**src/rtl/bitwise_cim_array.sv**
```systemverilog
module bitwise_cim_array #(
  parameter int WIDTH = 8,
  parameter int ROWS = 8,
  localparam int AW = $clog2(ROWS)
) (
  input  logic             clk,
  input  logic             rst_n,
  input  logic             cmd_valid,
  input  logic [2:0]       cmd_mode,
  input  logic [AW-1:0]    cmd_row,
  input  logic [WIDTH-1:0] cmd_wdata,
  output logic             res_valid,
  output logic [WIDTH:0]   res_data
);
  localparam int LO = WIDTH / 2;
  localparam int HI = WIDTH - LO;
  localparam logic [2:0] OP_WR = 3'd0, OP_RD = 3'd1, OP_AND = 3'd2,
                         OP_OR = 3'd3, OP_XOR = 3'd4, OP_ADD = 3'd5;

  logic [WIDTH-1:0] mem [ROWS];

  logic [AW-1:0] partner;
  logic          produces;
  assign partner  = (cmd_row == AW'(ROWS - 1)) ? '0 : cmd_row + 1'b1;
  assign produces = cmd_valid && cmd_mode >= OP_RD && cmd_mode <= OP_ADD;

  always_ff @(posedge clk or negedge rst_n) begin
    if (!rst_n) begin
      for (int i = 0; i < ROWS; i++) mem[i] <= '0;
    end else if (cmd_valid && cmd_mode == OP_WR) begin
      mem[cmd_row] <= cmd_wdata;
    end
  end

  logic             v1;
  logic [2:0]       m1;
  logic [WIDTH-1:0] a1, b1;

  always_ff @(posedge clk or negedge rst_n) begin
    if (!rst_n) begin
      v1 <= 1'b0;
      m1 <= OP_RD;
      a1 <= '0;
      b1 <= '0;
    end else begin
      v1 <= produces;
      m1 <= cmd_mode;
      a1 <= mem[cmd_row];
      b1 <= mem[partner];
    end
  end

  logic             v2, add2;
  logic [LO:0]      lo2;
  logic [HI-1:0]    ahi2, bhi2;
  logic [WIDTH-1:0] log2;

  always_ff @(posedge clk or negedge rst_n) begin
    if (!rst_n) begin
      v2   <= 1'b0;
      add2 <= 1'b0;
      lo2  <= '0;
      ahi2 <= '0;
      bhi2 <= '0;
      log2 <= '0;
    end else begin
      v2   <= v1;
      add2 <= (m1 == OP_ADD);
      lo2  <= {1'b0, a1[LO-1:0]} + {1'b0, b1[LO-1:0]};
      ahi2 <= a1[WIDTH-1:LO];
      bhi2 <= b1[WIDTH-1:LO];
      case (m1)
        OP_AND:  log2 <= a1 & b1;
        OP_OR:   log2 <= a1 | b1;
        OP_XOR:  log2 <= a1 ^ b1;
        default: log2 <= a1;
      endcase
    end
  end

  logic [HI:0] hi_sum;
  assign hi_sum = {1'b0, ahi2} + {1'b0, bhi2} + {{HI{1'b0}}, lo2[LO]};

  always_ff @(posedge clk or negedge rst_n) begin
    if (!rst_n) begin
      res_valid <= 1'b0;
      res_data  <= '0;
    end else begin
      res_valid <= v2;
      res_data  <= add2 ? {hi_sum, lo2[LO-1:0]} : {1'b0, log2};
    end
  end
endmodule

```
**config.mk**
```make
export PLATFORM = sky130hd
export DESIGN_NAME = bitwise_cim_array
export DESIGN_NICKNAME = d
export VERILOG_FILES = /design/src/rtl/bitwise_cim_array.sv
export SDC_FILE = /design/constraint.sdc
export NUM_CORES = 1
export LEC_CHECK = 0
export CAP_MARGIN = 20
export CORE_ASPECT_RATIO = 1.5
export CORE_MARGIN = 4
export CORE_UTILIZATION = 60
export DETAILED_ROUTE_END_ITERATION = 8
export DONT_BUFFER_PORTS = 1
export PLACE_DENSITY = 0.76
export SLEW_MARGIN = 20
export SYNTH_ARGS = -nofsm -noshare
export SYNTH_HDL_FRONTEND = slang
export SYNTH_SLANG_ARGS = --single-unit
```
**constraint.sdc**
```tcl
create_clock -name clk -period 5 [get_ports clk]
set_input_delay 1 -clock clk [delete_from_list [all_inputs] [get_ports clk]]
set_output_delay 1 -clock clk [all_outputs]
set_load 0.05 [all_outputs]
```
# [Word level (Yosys, flattened, before mapping)]
# Index checks and enable logic that the tools add are counted.
[classes] mul=0 reduce_logical=5 eq_ne=5 n_mux=12 bitwise_logic=5 shift=0 n_lt_le_gt_ge=5 add_sub_neg=4 div=0
[op_table] operator="bitwise mux 64 bit" count=1
[op_table] operator="binary-select mux 8 bit (select 3 bit)" count=2
[op_table] operator="two-way mux 8 bit" count=5
[op_table] operator="demux 8 bit (select 3 bit)" count=1
[op_table] operator="case mux 8 bit (3 select lines)" count=1
[op_table] operator="adder 4 x 4 -> 5 bit" count=2
[op_table] operator="== test 3 bit, second input constant" count=3
[op_table] operator="two-way mux 9 bit" count=1
[op_table] operator="bitwise AND 8 bit" count=1
[op_table] operator="greater-or-equal comparator 4 bit, second input constant" count=2
[op_table] operator="NOT 3 -> 4 bit" count=2
[op_table] operator="OR 8 bit" count=1
[op_table] operator="XOR 8 bit" count=1
[op_table] operator="== test 3 x 2 -> 1 bit, second input constant" count=2
[op_table] operator="adder 5 x 1 -> 5 bit" count=1
[op_table] operator="logical AND 1 bit" count=4
[op_table] operator="less-than comparator 4 x 1 -> 1 bit, second input constant" count=1
[op_table] operator="adder 3 x 1 -> 3 bit, second input constant" count=1
[op_table] operator="greater-or-equal comparator 3 x 1 -> 1 bit, second input constant" count=1
[op_table] operator="<= comparator 3 bit, second input constant" count=1
[op_table] operator="zero test 3 bit" count=1
[op_table] operator="two-way mux 3 bit" count=1
[totals] elab_cells=56 mem_bits_rw=0 ff_bits=117 mem_count=0 in_bits=17 latch_bits=0 out_inout_bits=10 mem_bits_ro=0

# [Longest topological paths before layout]
# Gate-level depths: netlist of run 1.
[depth] ltp_word=6 ltp_mapped=8 depth_no_buf=6

# [Least setup slack after synthesis of run 1]
# No wires, ideal clock.
[synth_timing] path_kind="in2reg" startpoint="in cmd_row[0]" endpoint="reg b1[3]" cell_stages=7 path_buffers=2 path_slack_ns=2.378 t_arrival_ns=2.511 required_time_ns=4.889 setup_time_ns=0.111 path_cell_list="ha_1 ha_1 buf_2 buf_1 a311oi_1 a21o_1 a222oi_1"
[synth_between] elab_chain_cells=6 word_cells_on_any_way=7 cone_classes="add/sub: 1; eq/ne: 1; mux: 4; bitwise: 1"
[synth_lines] item="start: declaration" line="10" rtl="input logic [AW-1:0] cmd_row,"
[synth_lines] item="adder 3 x 1 -> 3 bit or == test 3 bit (tied branches)" line="24" rtl="assign partner = (cmd_row == AW'(ROWS - 1)) ? '0 : cmd_row + 1'b1;"
[synth_lines] item="two-way mux 3 bit (*)" line="24"
[synth_lines] item="NOT 3 -> 4 bit (implied by the code) (*)" line="49" rtl="b1 <= mem[partner];"
[synth_lines] item="binary-select mux 8 bit (select 3 bit) (*)" line="49"
[synth_lines] item="two-way mux 8 bit (implied by the code) (*) (2 in series)" line="49"
[synth_lines] item="end signal: assignment" line="49"
[synth_lines] item="end: declaration" line="37" rtl="logic [WIDTH-1:0] a1, b1;"
# Mark *: on every way between the ends. The rest lies on a longest branch, timed or not. The select of a mux whose other input is x is not followed.
# A chain may end at the register's enable or synchronous reset.

# [Final worst setup path of run 1]
# Same ends and word-level chain as after synthesis.

==> results of run 1 <==
-- through the flow --
stage | util, % | cells | hold WS, ps | power (mW) | worst slack [ps]
2_1_floorplan | - | 475 | 331.2 | 1.502 | 2378
3_3_place_gp | 61.61 | 564 | 332.2 | 1.550 | 1908
3_5_place_dp | 61.61 | 564 | 337.9 | 1.577 | 1793
4_1_cts | 68.14 | 596 | 264.6 | 2.869 | 2268
5_1_grt | 68.14 | 596 | 259.2 | 2.967 | 2042
6_report | 68.14 | 596 | 280.8 | 2.849 | 2209
-- worst min path at each step --
stage	slack [ps]	to	start
finish	280	mem[20]	rst_n
global route	260	res_valid	rst_n
CTS	260	lo2[2]	rst_n
detailed placement	340	res_valid	v2
global placement	330	v2	v1
floorplan	330	res_valid	v2
-- routing by layer --
layer  global-route usage (%)  vias to the layer above
li1                         -                     1701
met1                    25.90                     1913
met2                    38.47                      145
met3                    6.822                       41
met4                    13.41                        0
met5                        0                        -
-- sequential cells by signal (all words and copies together) (netlist names) --
name,cells
res_valid,1
v1,1
a1,8
ahi2,4
log2,8
bhi2,4
b1,8
lo2,5
m1,3
mem,64
res_data,9
add2,1
v2,1
-- logic make-up (layout without fill, tap and decap cells) --
family	after synthesis	in the layout	share of synthesized area (%)
flops	117	117	49.20
mux	109	109	23.33
compound gates	89	89	10.19
simple gates	69	69	6.873
buf+inv	64	70	4.540
fa+ha+maj	24	24	5.422
xor+xnor	3	3	0.4414
-- final cells by class --
class	instances	area share, %
Sequential cell	117	44.36
Multi-Input combinational cell	294	41.71
Clock buffer	20	6.917
Clock inverter	12	2.672
Tap cell	115	2.179
Inverter	38	2.160
-- Yosys cell counts, types with 3 or more instances --
cell type                     n
sky130_fd_sc_hd__o21ai_0      9
sky130_fd_sc_hd__o221ai_1     6
sky130_fd_sc_hd__fa_1         3
sky130_fd_sc_hd__nor2_1      24
sky130_fd_sc_hd__nand2b_1     5
sky130_fd_sc_hd__dfrtp_1    116
sky130_fd_sc_hd__a211oi_1     7
sky130_fd_sc_hd__mux4_2      16
sky130_fd_sc_hd__ha_1        21
sky130_fd_sc_hd__nand2_1      5
sky130_fd_sc_hd__nor2b_1      5
sky130_fd_sc_hd__a22oi_1      3
sky130_fd_sc_hd__inv_1       38
sky130_fd_sc_hd__o21a_1       4
sky130_fd_sc_hd__a21oi_1     30
sky130_fd_sc_hd__clkbuf_1     9
sky130_fd_sc_hd__buf_2       12
sky130_fd_sc_hd__mux2i_1     15
sky130_fd_sc_hd__a2bb2oi_1   12
sky130_fd_sc_hd__or2_2        7
sky130_fd_sc_hd__nand3_1      3
sky130_fd_sc_hd__mux2_2      78
sky130_fd_sc_hd__nand2_2      4
sky130_fd_sc_hd__nand3b_1     3
sky130_fd_sc_hd__a21o_1       5
-- power groups by stage --
stage / logic (mW) / registers, mW / clock network (mW)
floorplan: 0.313 / 1.19 / 0
global placement: 0.325 / 1.22 / 0
detailed placement: 0.345 / 1.23 / 0
CTS: 0.349 / 1.22 / 1.30
global route: 0.388 / 1.23 / 1.35
finish: 0.347 / 1.22 / 1.28
==> impl_metrics.xml, run 1 <==
<?xml version="1.0" encoding="UTF-8"?>
<metrics>
  <group name="critical_path">
    <metric name="crit_top_cell" unit="">sky130_fd_sc_hd__ha_1</metric>
    <metric name="regToRegStartpoint" unit="">lo2[4]</metric>
    <metric name="setup.worst_path.start" unit="">cmd_row[0]</metric>
    <metric name="critical_path.slowest_cell" unit="">sky130_fd_sc_hd__ha_1</metric>
    <metric name="critical_path_class" unit="">in2reg</metric>
    <metric name="crit_path_max_fanout" unit="">51</metric>
    <metric name="peak_per_stage_delay_on_the_critical_path" unit="ps">870</metric>
    <metric name="path_cells" unit="">ha_1, ha_1, nor4bb_1, a311oi_1, a21o_1, a222oi_1</metric>
    <metric name="r2r_setup_slack" unit="ps">3200</metric>
    <metric name="worst_reg2reg_endpoint" unit="">res_data[6]</metric>
    <metric name="cp-end-kind" unit="">flip-flop</metric>
    <metric name="reg2reg_path_depth" unit="">5</metric>
    <metric name="path_buf_inv" unit="">0</metric>
    <metric name="timing.critical_path.depth" unit="">6</metric>
    <metric name="critical_path.top_delay_family" unit="">adder cells</metric>
    <metric name="crit_end" unit="">b1[3]</metric>
    <metric name="cp-start-kind" unit="">input port</metric>
    <metric name="timing.critical_path.arrival" unit="ps">3100</metric>
    <metric name="cp_data_required_time" unit="ps">5310</metric>
  </group>
  <group name="timing">
    <metric name="fin_worst_skew" unit="ps">10.53</metric>
    <metric name="timing_hold_violations_final" unit="">0</metric>
    <metric name="grt_setup_unrepaired" unit="">no</metric>
    <metric name="setup_violations" unit="">0</metric>
    <metric name="fin_tns_setup" unit="ps">0</metric>
    <metric name="slew_headroom" unit="%">41.02</metric>
    <metric name="final_min_period_over_clock_period" unit="%">55.81</metric>
    <metric name="final-max-slew-violation-count" unit="">0</metric>
    <metric name="max_freq" unit="MHz">358.4</metric>
    <metric name="period_minus_slack" unit="ps">2791</metric>
    <metric name="tightestPinTransition" unit="ps">884.7</metric>
  </group>
  <group name="floorplanning">
    <metric name="fp.dieArea" unit="um2">11610</metric>
    <metric name="initial_core_util" unit="%">61.44</metric>
    <metric name="placement_rows" unit="">44</metric>
    <metric name="core_area" unit="um2">9689</metric>
    <metric name="floorplan.die.height" unit="um">130.0</metric>
    <metric name="dieWidth" unit="um">89.33</metric>
    <metric name="ios" unit="">27</metric>
  </group>
  <group name="routing">
    <metric name="drt-met1-wl" unit="mm">4.528</metric>
    <metric name="wl_per_cell" unit="um">20.19</metric>
    <metric name="routed-wl-met2" unit="mm">6.325</metric>
    <metric name="vias_per_cell" unit="">6.376</metric>
    <metric name="detail-route-antenna-nets" unit="">0</metric>
    <metric name="drt_first_pass_iters" unit="">5</metric>
    <metric name="initialDrtViolationCount" unit="">325</metric>
    <metric name="wirelength" unit="mm">12.03</metric>
    <metric name="vias" unit="">3800</metric>
    <metric name="met3_length" unit="um">675</metric>
    <metric name="total_drc_errors_in_the_routed_layout" unit="">0</metric>
    <metric name="maxUsedRoutingLayer" unit="">met4</metric>
  </group>
  <group name="layout">
    <metric name="area.sequential" unit="um2">2929</metric>
    <metric name="mostFrequentLayoutCell" unit="">sky130_fd_sc_hd__dfrtp_1</metric>
    <metric name="finalNetCount" unit="">509</metric>
    <metric name="total_area_of_multi_input_combinational_cells" unit="um2">2754</metric>
    <metric name="fill_cells" unit="">696</metric>
    <metric name="final_layout_size_suffix_gt1_share" unit="%">29.94</metric>
    <metric name="flow.area_growth_from_synthesis" unit="%">10.91</metric>
    <metric name="stdcell_area" unit="um2">6603</metric>
    <metric name="num_antenna_cells" unit="">0</metric>
    <metric name="layout.cells.most_common_list" unit="">sky130_fd_sc_hd__dfrtp_1, sky130_fd_sc_hd__mux2_2, sky130_fd_sc_hd__inv_1</metric>
  </group>
  <group name="power">
    <metric name="internal_power" unit="mW">2.141</metric>
    <metric name="proportion_of_power_drawn_by_the_clock_network" unit="%">45.1</metric>
    <metric name="power_density" unit="nW/um2">431.5</metric>
    <metric name="power.sequential.fraction" unit="%">42.8</metric>
    <metric name="total_switching_power" unit="mW">0.7074</metric>
    <metric name="peakVddDrop" unit="mV">0.3591</metric>
    <metric name="power.combinational.fraction" unit="%">12.2</metric>
    <metric name="power.static_leakage" unit="nW">3.057</metric>
    <metric name="power.share.switching" unit="%">24.83</metric>
  </group>
  <group name="synthesis">
    <metric name="netlist_top_cells_area" unit="">sky130_fd_sc_hd__dfrtp_1, sky130_fd_sc_hd__mux2_2, sky130_fd_sc_hd__mux4_2</metric>
    <metric name="netlist_instances" unit="">475</metric>
    <metric name="fraction_of_synthesized_cell_area_taken_by_the_top_area_cell_type" unit="%">48.76</metric>
    <metric name="synthesis.area_per_instance" unit="um2">12.53</metric>
    <metric name="synthArstFlopShare" unit="%">100.0</metric>
    <metric name="synth_enable_flop_cells" unit="">0</metric>
    <metric name="netlist.top_cell.by_area" unit="">sky130_fd_sc_hd__dfrtp_1</metric>
    <metric name="synthesis.nets" unit="">516</metric>
    <metric name="portion_of_the_post_synthesis_area_used_by_sequential_elements" unit="%">49.20</metric>
    <metric name="yosysWarnings" unit="">0</metric>
    <metric name="netlist_area_pre_place" unit="um2">5953</metric>
    <metric name="most_used_dff_post_synth" unit="">sky130_fd_sc_hd__dfrtp_1</metric>
    <metric name="synthDistinctLibCells" unit="">49</metric>
    <metric name="postSynthRegisterBits" unit="">117</metric>
  </group>
  <group name="grt">
    <metric name="grt_pass1_vias" unit="">3976</metric>
    <metric name="grt_start_max_net_pins" unit="">118</metric>
    <metric name="grt_pass1_wl" unit="mm">19.88</metric>
    <metric name="number_of_antenna_violations_at_the_first_check_in_global_routing" unit="">0</metric>
    <metric name="track_usage" unit="%">23.11</metric>
    <metric name="grt.overflow.total" unit="">0</metric>
  </group>
  <group name="clocking">
    <metric name="cts_repair_resize_count" unit="">0</metric>
    <metric name="post_cts_buffers" unit="">0</metric>
    <metric name="clock_insertion_delay_worst_skew" unit="ps">410</metric>
    <metric name="maximum_clock_path_buffer_count" unit="">2</metric>
    <metric name="cts_tree" unit="">built</metric>
    <metric name="cts_hold_buffers" unit="">0</metric>
    <metric name="cts.reportedPaths.clkPinSlew" unit="ps">60</metric>
    <metric name="ctsHtreeMaxLevel" unit="">4</metric>
    <metric name="cts_sinks" unit="">117</metric>
    <metric name="cts-root-buf" unit="">sky130_fd_sc_hd__clkbuf_16</metric>
    <metric name="cts-buffers-inserted" unit="">17</metric>
  </group>
  <group name="placement">
    <metric name="gp_congestion" unit="">0.9153</metric>
    <metric name="detailedPlacementHpwl" unit="mm">7.926</metric>
    <metric name="placed_area" unit="um2">5969</metric>
    <metric name="numPortBuffers" unit="">0</metric>
  </group>
  <group name="outcome">
    <metric name="outcome" unit="">completed</metric>
  </group>
  <group name="flow_run">
    <metric name="maximum_capacitance_violations" unit="">0</metric>
  </group>
  <group name="min_path">
    <metric name="hold_path_class" unit="">in2async</metric>
  </group>
</metrics>
Power figures use the tool's default switching activity.
==> inputs of run 2 (changes only) <==
--- a/config.mk
+++ b/config.mk
@@ -8,10 +8,10 @@
 export CAP_MARGIN = 20
 export CORE_ASPECT_RATIO = 1.5
 export CORE_MARGIN = 4
-export CORE_UTILIZATION = 60
+export CORE_UTILIZATION = 57
 export DETAILED_ROUTE_END_ITERATION = 8
 export DONT_BUFFER_PORTS = 1
-export PLACE_DENSITY = 0.76
+export PLACE_DENSITY = 0.75
 export SLEW_MARGIN = 20
 export SYNTH_ARGS = -nofsm -noshare
 export SYNTH_HDL_FRONTEND = slang
==> constraint.sdc (replaced) <==
create_clock -name clk -period 2.4 [get_ports clk]
set_input_delay 0.48 -clock clk [delete_from_list [all_inputs] [get_ports clk]]
set_output_delay 0.48 -clock clk [all_outputs]
set_load 0.05 [all_outputs]
==> impl_metrics.xml, run 2 (same netlist as run 1, synthesis figures left out) <==
<?xml version="1.0" encoding="UTF-8"?>
<metrics>
  <group name="outcome">
    <metric name="outcome" unit="">complete, but fails checks</metric>
    <metric name="violations" unit="">negative hold slack</metric>
  </group>
  <group name="critical_path">
    <metric name="cp_data_required_time" unit="ps">2690</metric>
    <metric name="crit_top_cell" unit="">sky130_fd_sc_hd__ha_1</metric>
    <metric name="cp-end-kind" unit="">flip-flop</metric>
    <metric name="path_cells" unit="">ha_1, ha_1, buf_4, mux4_2, nor2_1, a21oi_1</metric>
    <metric name="critical_path.slowest_cell" unit="">sky130_fd_sc_hd__mux4_2</metric>
    <metric name="regToRegStartpoint" unit="">lo2[4]</metric>
    <metric name="peak_per_stage_delay_on_the_critical_path" unit="ps">530</metric>
    <metric name="crit_path_max_fanout" unit="">51</metric>
    <metric name="critical_path_class" unit="">in2reg</metric>
    <metric name="timing.critical_path.arrival" unit="ps">2110</metric>
    <metric name="path_buf_inv" unit="">1</metric>
    <metric name="critical_path.top_delay_family" unit="">adder cells</metric>
    <metric name="setup.worst_path.start" unit="">cmd_row[0]</metric>
    <metric name="cp-start-kind" unit="">input port</metric>
  </group>
  <group name="timing">
    <metric name="fin_worst_hold_slack" unit="ps">-235.9</metric>
    <metric name="fin_tns_setup" unit="ps">0</metric>
    <metric name="final-max-slew-violation-count" unit="">0</metric>
    <metric name="final_min_period_over_clock_period" unit="%">75.88</metric>
    <metric name="slew_headroom" unit="%">57.67</metric>
    <metric name="grt_setup_unrepaired" unit="">no</metric>
    <metric name="period_minus_slack" unit="ps">1821</metric>
    <metric name="fin_worst_skew" unit="ps">7.104</metric>
    <metric name="tightestPinTransition" unit="ps">634.9</metric>
    <metric name="setup_violations" unit="">0</metric>
    <metric name="max_freq" unit="MHz">549.1</metric>
    <metric name="timing_hold_violations_final" unit="">117</metric>
  </group>
  <group name="grt">
    <metric name="grt_pass1_vias" unit="">4009</metric>
    <metric name="track_usage" unit="%">21.46</metric>
    <metric name="grt_start_max_net_pins" unit="">118</metric>
    <metric name="grt_util_met3" unit="%">5.537</metric>
    <metric name="grt.busiest_layer" unit="">met2</metric>
    <metric name="grt.overflow.total" unit="">0</metric>
    <metric name="grt_util_met2" unit="%">36.60</metric>
    <metric name="use_met1" unit="%">23.95</metric>
    <metric name="grt_pass1_wl" unit="mm">20.12</metric>
    <metric name="number_of_antenna_violations_at_the_first_check_in_global_routing" unit="">0</metric>
  </group>
  <group name="placement">
    <metric name="numPortBuffers" unit="">0</metric>
    <metric name="detailedPlacementHpwl" unit="mm">8.060</metric>
    <metric name="gp_congestion" unit="">0.8832</metric>
    <metric name="placed_area" unit="um2">6055</metric>
  </group>
  <group name="routing">
    <metric name="total_drc_errors_in_the_routed_layout" unit="">0</metric>
    <metric name="wirelength" unit="mm">11.99</metric>
    <metric name="vias" unit="">3773</metric>
    <metric name="vias_per_cell" unit="">5.998</metric>
    <metric name="detail-route-antenna-nets" unit="">0</metric>
    <metric name="initialDrtViolationCount" unit="">233</metric>
    <metric name="drt_first_pass_iters" unit="">4</metric>
    <metric name="wl_per_cell" unit="um">19.07</metric>
  </group>
  <group name="clocking">
    <metric name="maximum_clock_path_buffer_count" unit="">2</metric>
    <metric name="cts_sinks" unit="">117</metric>
    <metric name="cts_repair_resize_count" unit="">0</metric>
    <metric name="cts-buffers-inserted" unit="">17</metric>
    <metric name="clock_insertion_delay_worst_skew" unit="ps">410</metric>
    <metric name="ctsHtreeMaxLevel" unit="">4</metric>
    <metric name="cts.reportedPaths.clkPinSlew" unit="ps">50</metric>
    <metric name="cts-root-buf" unit="">sky130_fd_sc_hd__clkbuf_16</metric>
    <metric name="cts_tree" unit="">built</metric>
    <metric name="post_cts_buffers" unit="">0</metric>
  </group>
  <group name="floorplanning">
    <metric name="placement_rows" unit="">45</metric>
    <metric name="ios" unit="">27</metric>
    <metric name="core_area" unit="um2">10190</metric>
    <metric name="dieWidth" unit="um">91.45</metric>
    <metric name="floorplan.die.height" unit="um">133.2</metric>
    <metric name="initial_core_util" unit="%">58.42</metric>
    <metric name="fp.dieArea" unit="um2">12180</metric>
  </group>
  <group name="min_path">
    <metric name="hold_path_class" unit="">in2async</metric>
  </group>
  <group name="power">
    <metric name="power_density" unit="nW/um2">868.6</metric>
    <metric name="peakVddDrop" unit="mV">0.6094</metric>
    <metric name="power.static_leakage" unit="nW">3.075</metric>
  </group>
  <group name="layout">
    <metric name="reg.largest.list" unit="">mem x64, res_data x9</metric>
    <metric name="final_util" unit="%">65.24</metric>
    <metric name="total_area_of_multi_input_combinational_cells" unit="um2">2754</metric>
    <metric name="flow.area_growth_from_synthesis" unit="%">11.69</metric>
    <metric name="area.sequential" unit="um2">2929</metric>
    <metric name="mostFrequentLayoutCell" unit="">sky130_fd_sc_hd__dfrtp_1</metric>
    <metric name="final_layout_size_suffix_gt1_share" unit="%">30.53</metric>
    <metric name="finalNetCount" unit="">516</metric>
    <metric name="stdcell_area" unit="um2">6649</metric>
    <metric name="fill_cells" unit="">750</metric>
    <metric name="regMostFlops" unit="">mem</metric>
    <metric name="largest_register_ffs" unit="">64</metric>
    <metric name="num_antenna_cells" unit="">0</metric>
    <metric name="layout.cells.most_common_list" unit="">sky130_fd_sc_hd__dfrtp_1, sky130_fd_sc_hd__mux2_2, sky130_fd_sc_hd__inv_1</metric>
  </group>
  <group name="flow_run">
    <metric name="maximum_capacitance_violations" unit="">0</metric>
  </group>
</metrics>
==> run 2: cell count changes in the layout (fill, tap and decap cells not counted), sizes merged <==
cell,change
bufinv,-1
inv,-1
buf,+7
clkbuf,+2
==> run 2: cell type report <==
type,instances,share of cell area [%]
inverter,38,2.145
clock inverter,10,1.957
timing repair buffer,7,0.7904
multi-input combinational,294,41.42
tap,141,2.653
clock buffer,22,6.982
sequential,117,44.05
==> run 2: power breakdown <==
group          switching (mW)  internal, mW  leakage, nW
clock                   0.836          1.67        0.290
sequential              0.282          2.25         1.52
combinational           0.304         0.431         1.26
==> run 2: per-layer routing <==
layer,vias up,routed length (um)
met5,-,0
met4,0,537
met3,46,553
met2,108,6371
met1,1905,4532
li1,1714,-
==> run 2: worst paths after layout <==
| path | end | slack [ps] | depth (start not counted) |
|---|---|---|---|
| min in group clk | m1[0] | 60 | 0 |
| max | b1[1] | 580 | 6 |
| min reg2reg | res_valid | 340 | 0 |
| min | v1 | -240 | 0 |
| max in group asynchronous | m1[0] | 2440 | 0 |
| max reg2reg | res_data[6] | 640 | 5 |
==> run 2: per-stage QoR <==
step / power (mW) / instances / setup slack [ps]
2_1_floorplan: 3.128 / 475 / 298.1
3_3_place_gp: 3.235 / 597 / 161.4
3_5_place_dp: 3.293 / 597 / 156.6
4_1_cts: 5.835 / 629 / 590.2
5_1_grt: 6.032 / 629 / 494.9
6_report: 5.775 / 629 / 578.8
==> inputs of run 3 (changes only) <==
==> constraint.sdc (replaced) <==
create_clock -name clk -period 1.5 [get_ports clk]
set_input_delay 0.3 -clock clk [delete_from_list [all_inputs] [get_ports clk]]
set_output_delay 0.3 -clock clk [all_outputs]
set_load 0.05 [all_outputs]
==> impl_metrics.xml, run 3 (same netlist as run 1, synthesis figures left out) <==
<?xml version="1.0" encoding="UTF-8"?>
<metrics>
  <group name="timing">
    <metric name="final-max-slew-violation-count" unit="">0</metric>
    <metric name="period_minus_slack" unit="ps">1640</metric>
    <metric name="timing_hold_violations_final" unit="">117</metric>
    <metric name="fin_worst_hold_slack" unit="ps">-415.2</metric>
    <metric name="tightestPinTransition" unit="ps">574.2</metric>
    <metric name="slew_headroom" unit="%">61.72</metric>
    <metric name="grt_setup_unrepaired" unit="">yes</metric>
    <metric name="max_freq" unit="MHz">609.7</metric>
    <metric name="setup_violations" unit="">3</metric>
    <metric name="final_min_period_over_clock_period" unit="%">109.4</metric>
    <metric name="fin_worst_skew" unit="ps">4.856</metric>
    <metric name="final_critical_path_setup_slack" unit="ps">-140.3</metric>
  </group>
  <group name="critical_path">
    <metric name="critical_path_class" unit="">reg2reg</metric>
    <metric name="timing.critical_path.arrival" unit="ps">1930</metric>
    <metric name="crit_path_max_fanout" unit="">2</metric>
    <metric name="cp-start-kind" unit="">flip-flop</metric>
    <metric name="critical_path.slowest_cell" unit="">sky130_fd_sc_hd__fa_2</metric>
    <metric name="critical_path.top_delay_family" unit="">adder cells</metric>
    <metric name="peak_per_stage_delay_on_the_critical_path" unit="ps">410</metric>
    <metric name="setup.worst_path.start" unit="">bhi2[0]</metric>
    <metric name="regToRegStartpoint" unit="">bhi2[0]</metric>
    <metric name="path_buf_inv" unit="">1</metric>
    <metric name="crit_top_cell" unit="">sky130_fd_sc_hd__fa_2</metric>
    <metric name="path_cells" unit="">inv_2, fa_2, fa_2, xnor2_1, mux2_2</metric>
    <metric name="cp_data_required_time" unit="ps">1790</metric>
    <metric name="cp-end-kind" unit="">flip-flop</metric>
  </group>
  <group name="grt">
    <metric name="number_of_antenna_violations_at_the_first_check_in_global_routing" unit="">0</metric>
    <metric name="grt_pass1_vias" unit="">4099</metric>
    <metric name="track_usage" unit="%">22.89</metric>
    <metric name="grt.overflow.total" unit="">0</metric>
    <metric name="grt_pass1_wl" unit="mm">21.16</metric>
    <metric name="grt_start_max_net_pins" unit="">118</metric>
  </group>
  <group name="layout">
    <metric name="layoutNonFillerInstCount" unit="">655</metric>
    <metric name="mostFrequentLayoutCell" unit="">sky130_fd_sc_hd__dfrtp_1</metric>
    <metric name="reg.largest.list" unit="">mem x64, res_data x9</metric>
    <metric name="regMostFlops" unit="">mem</metric>
    <metric name="finalNetCount" unit="">543</metric>
    <metric name="flow.area_growth_from_synthesis" unit="%">19.48</metric>
    <metric name="largest_register_ffs" unit="">64</metric>
    <metric name="final_layout_size_suffix_gt1_share" unit="%">36.19</metric>
    <metric name="stdcell_area" unit="um2">7113</metric>
    <metric name="num_antenna_cells" unit="">0</metric>
    <metric name="layout.cells.most_common_list" unit="">sky130_fd_sc_hd__dfrtp_1, sky130_fd_sc_hd__mux2_2, sky130_fd_sc_hd__inv_1</metric>
  </group>
  <group name="power">
    <metric name="internal_power" unit="mW">7.362</metric>
    <metric name="total_switching_power" unit="mW">2.362</metric>
    <metric name="power.share.switching" unit="%">24.29</metric>
    <metric name="proportion_of_power_drawn_by_the_clock_network" unit="%">44.1</metric>
    <metric name="power.sequential.fraction" unit="%">41.9</metric>
    <metric name="power.combinational.fraction" unit="%">14.0</metric>
    <metric name="power_density" unit="nW/um2">1367</metric>
    <metric name="power.static_leakage" unit="nW">3.278</metric>
    <metric name="peakVddDrop" unit="mV">0.9097</metric>
  </group>
  <group name="routing">
    <metric name="vias_per_cell" unit="">5.953</metric>
    <metric name="total_drc_errors_in_the_routed_layout" unit="">0</metric>
    <metric name="drt_first_pass_iters" unit="">4</metric>
    <metric name="detail-route-antenna-nets" unit="">0</metric>
    <metric name="initialDrtViolationCount" unit="">210</metric>
    <metric name="vias" unit="">3899</metric>
    <metric name="wirelength" unit="mm">12.96</metric>
    <metric name="wl_per_cell" unit="um">19.79</metric>
  </group>
  <group name="floorplanning">
    <metric name="initial_core_util" unit="%">58.42</metric>
    <metric name="core_area" unit="um2">10190</metric>
    <metric name="placement_rows" unit="">45</metric>
    <metric name="floorplan.die.height" unit="um">133.2</metric>
    <metric name="fp.dieArea" unit="um2">12180</metric>
    <metric name="ios" unit="">27</metric>
    <metric name="dieWidth" unit="um">91.45</metric>
  </group>
  <group name="outcome">
    <metric name="outcome" unit="">complete, but fails checks</metric>
    <metric name="violations" unit="">negative hold slack, negative setup slack</metric>
  </group>
  <group name="clocking">
    <metric name="maximum_clock_path_buffer_count" unit="">2</metric>
    <metric name="cts_tree" unit="">built</metric>
    <metric name="clock_insertion_delay_worst_skew" unit="ps">410</metric>
    <metric name="cts-root-buf" unit="">sky130_fd_sc_hd__clkbuf_16</metric>
    <metric name="cts_hold_buffers" unit="">4</metric>
    <metric name="cts-buffers-inserted" unit="">17</metric>
    <metric name="ctsHtreeMaxLevel" unit="">4</metric>
    <metric name="cts_sinks" unit="">117</metric>
    <metric name="cts.reportedPaths.clkPinSlew" unit="ps">50</metric>
  </group>
  <group name="placement">
    <metric name="gp_congestion" unit="">0.8715</metric>
    <metric name="post-place-cells" unit="">619</metric>
    <metric name="placed_area" unit="um2">6390</metric>
    <metric name="numPortBuffers" unit="">0</metric>
    <metric name="detailedPlacementHpwl" unit="mm">8.900</metric>
  </group>
  <group name="flow_run">
    <metric name="maximum_capacitance_violations" unit="">0</metric>
  </group>
  <group name="min_path">
    <metric name="hold_path_class" unit="">in2async</metric>
  </group>
</metrics>
-- run 3: cell types whose count changed in the layout (fill, tap and decap cells not counted), sizes merged --
cell | previous run | this run
bufinv | 3 | 4
buf | 7 | 30
dlygate4sd3 | 0 | 4
clkinvlp | 2 | 0
-- run 3: final cells by class --
cell class	count	area, um2
inverter	38	145.1
tap	141	176.4
timing repair buffer	34	294.0
clock inverter	9	148.9
fill	710	3078
sequential	117	2933
clock buffer	22	484.2
multi-input combinational	294	2932
-- run 3: power by group through the flow --
| stage | combinational, mW | clock (mW) | sequential (mW) |
|---|---|---|---|
| after detailed placement | 1.31 | 0 | 4.12 |
| after CTS | 1.33 | 4.35 | 4.07 |
| after global placement | 1.25 | 0 | 4.09 |
| final | 1.36 | 4.29 | 4.08 |
| after global routing | 1.51 | 4.50 | 4.12 |
| after floorplan | 1.13 | 0 | 3.97 |
-- run 3: per-layer routing --
metal	GRT usage, %	share of wire, %	wire length (um)	up-vias
met1	24.49	37	4770	1988
met2	41.40	55	7189	115
li1	-	-	-	1764
met3	6.328	4.3	556	32
met4	10.40	3.4	444	0
met5	0	0	0	-
-- run 3: final timing paths --
kind                       cells after the start          end  slack (ps)
setup / recovery                               5  res_data[6]        -140
hold / removal                                 0      mem[17]        -420
setup reg to reg                               5  res_data[6]        -140
hold reg to reg                                0           v2         350
max in group asynchronous                      0        m1[0]        1740
min in group clk                               1       mem[1]          40
-- run 3: what timing repair did --
action / 4_1_cts / 5_1_grt
gates resized for setup: 3 / 8
gates cloned: 0 / 0
setup endpoints to repair: 4 / 13
pin swaps: 3 / 9
setup buffers: 0 / 2
endpoints found under the hold margin: 121 / 117
-- run 3: metrics by stage --
step	TNS (ps)	power (mW)	setup slack (ps)	utilization (%)
6_report	-205.9	9.724	-140.3	69.80
4_1_cts	-274.2	9.752	-151.1	69.36
3_3_place_gp	-11220	5.341	-262.8	62.70
3_5_place_dp	-13130	5.428	-295.5	62.70
2_1_floorplan	-4733	5.094	-175.1	-
5_1_grt	-494.1	10.13	-203.9	69.80
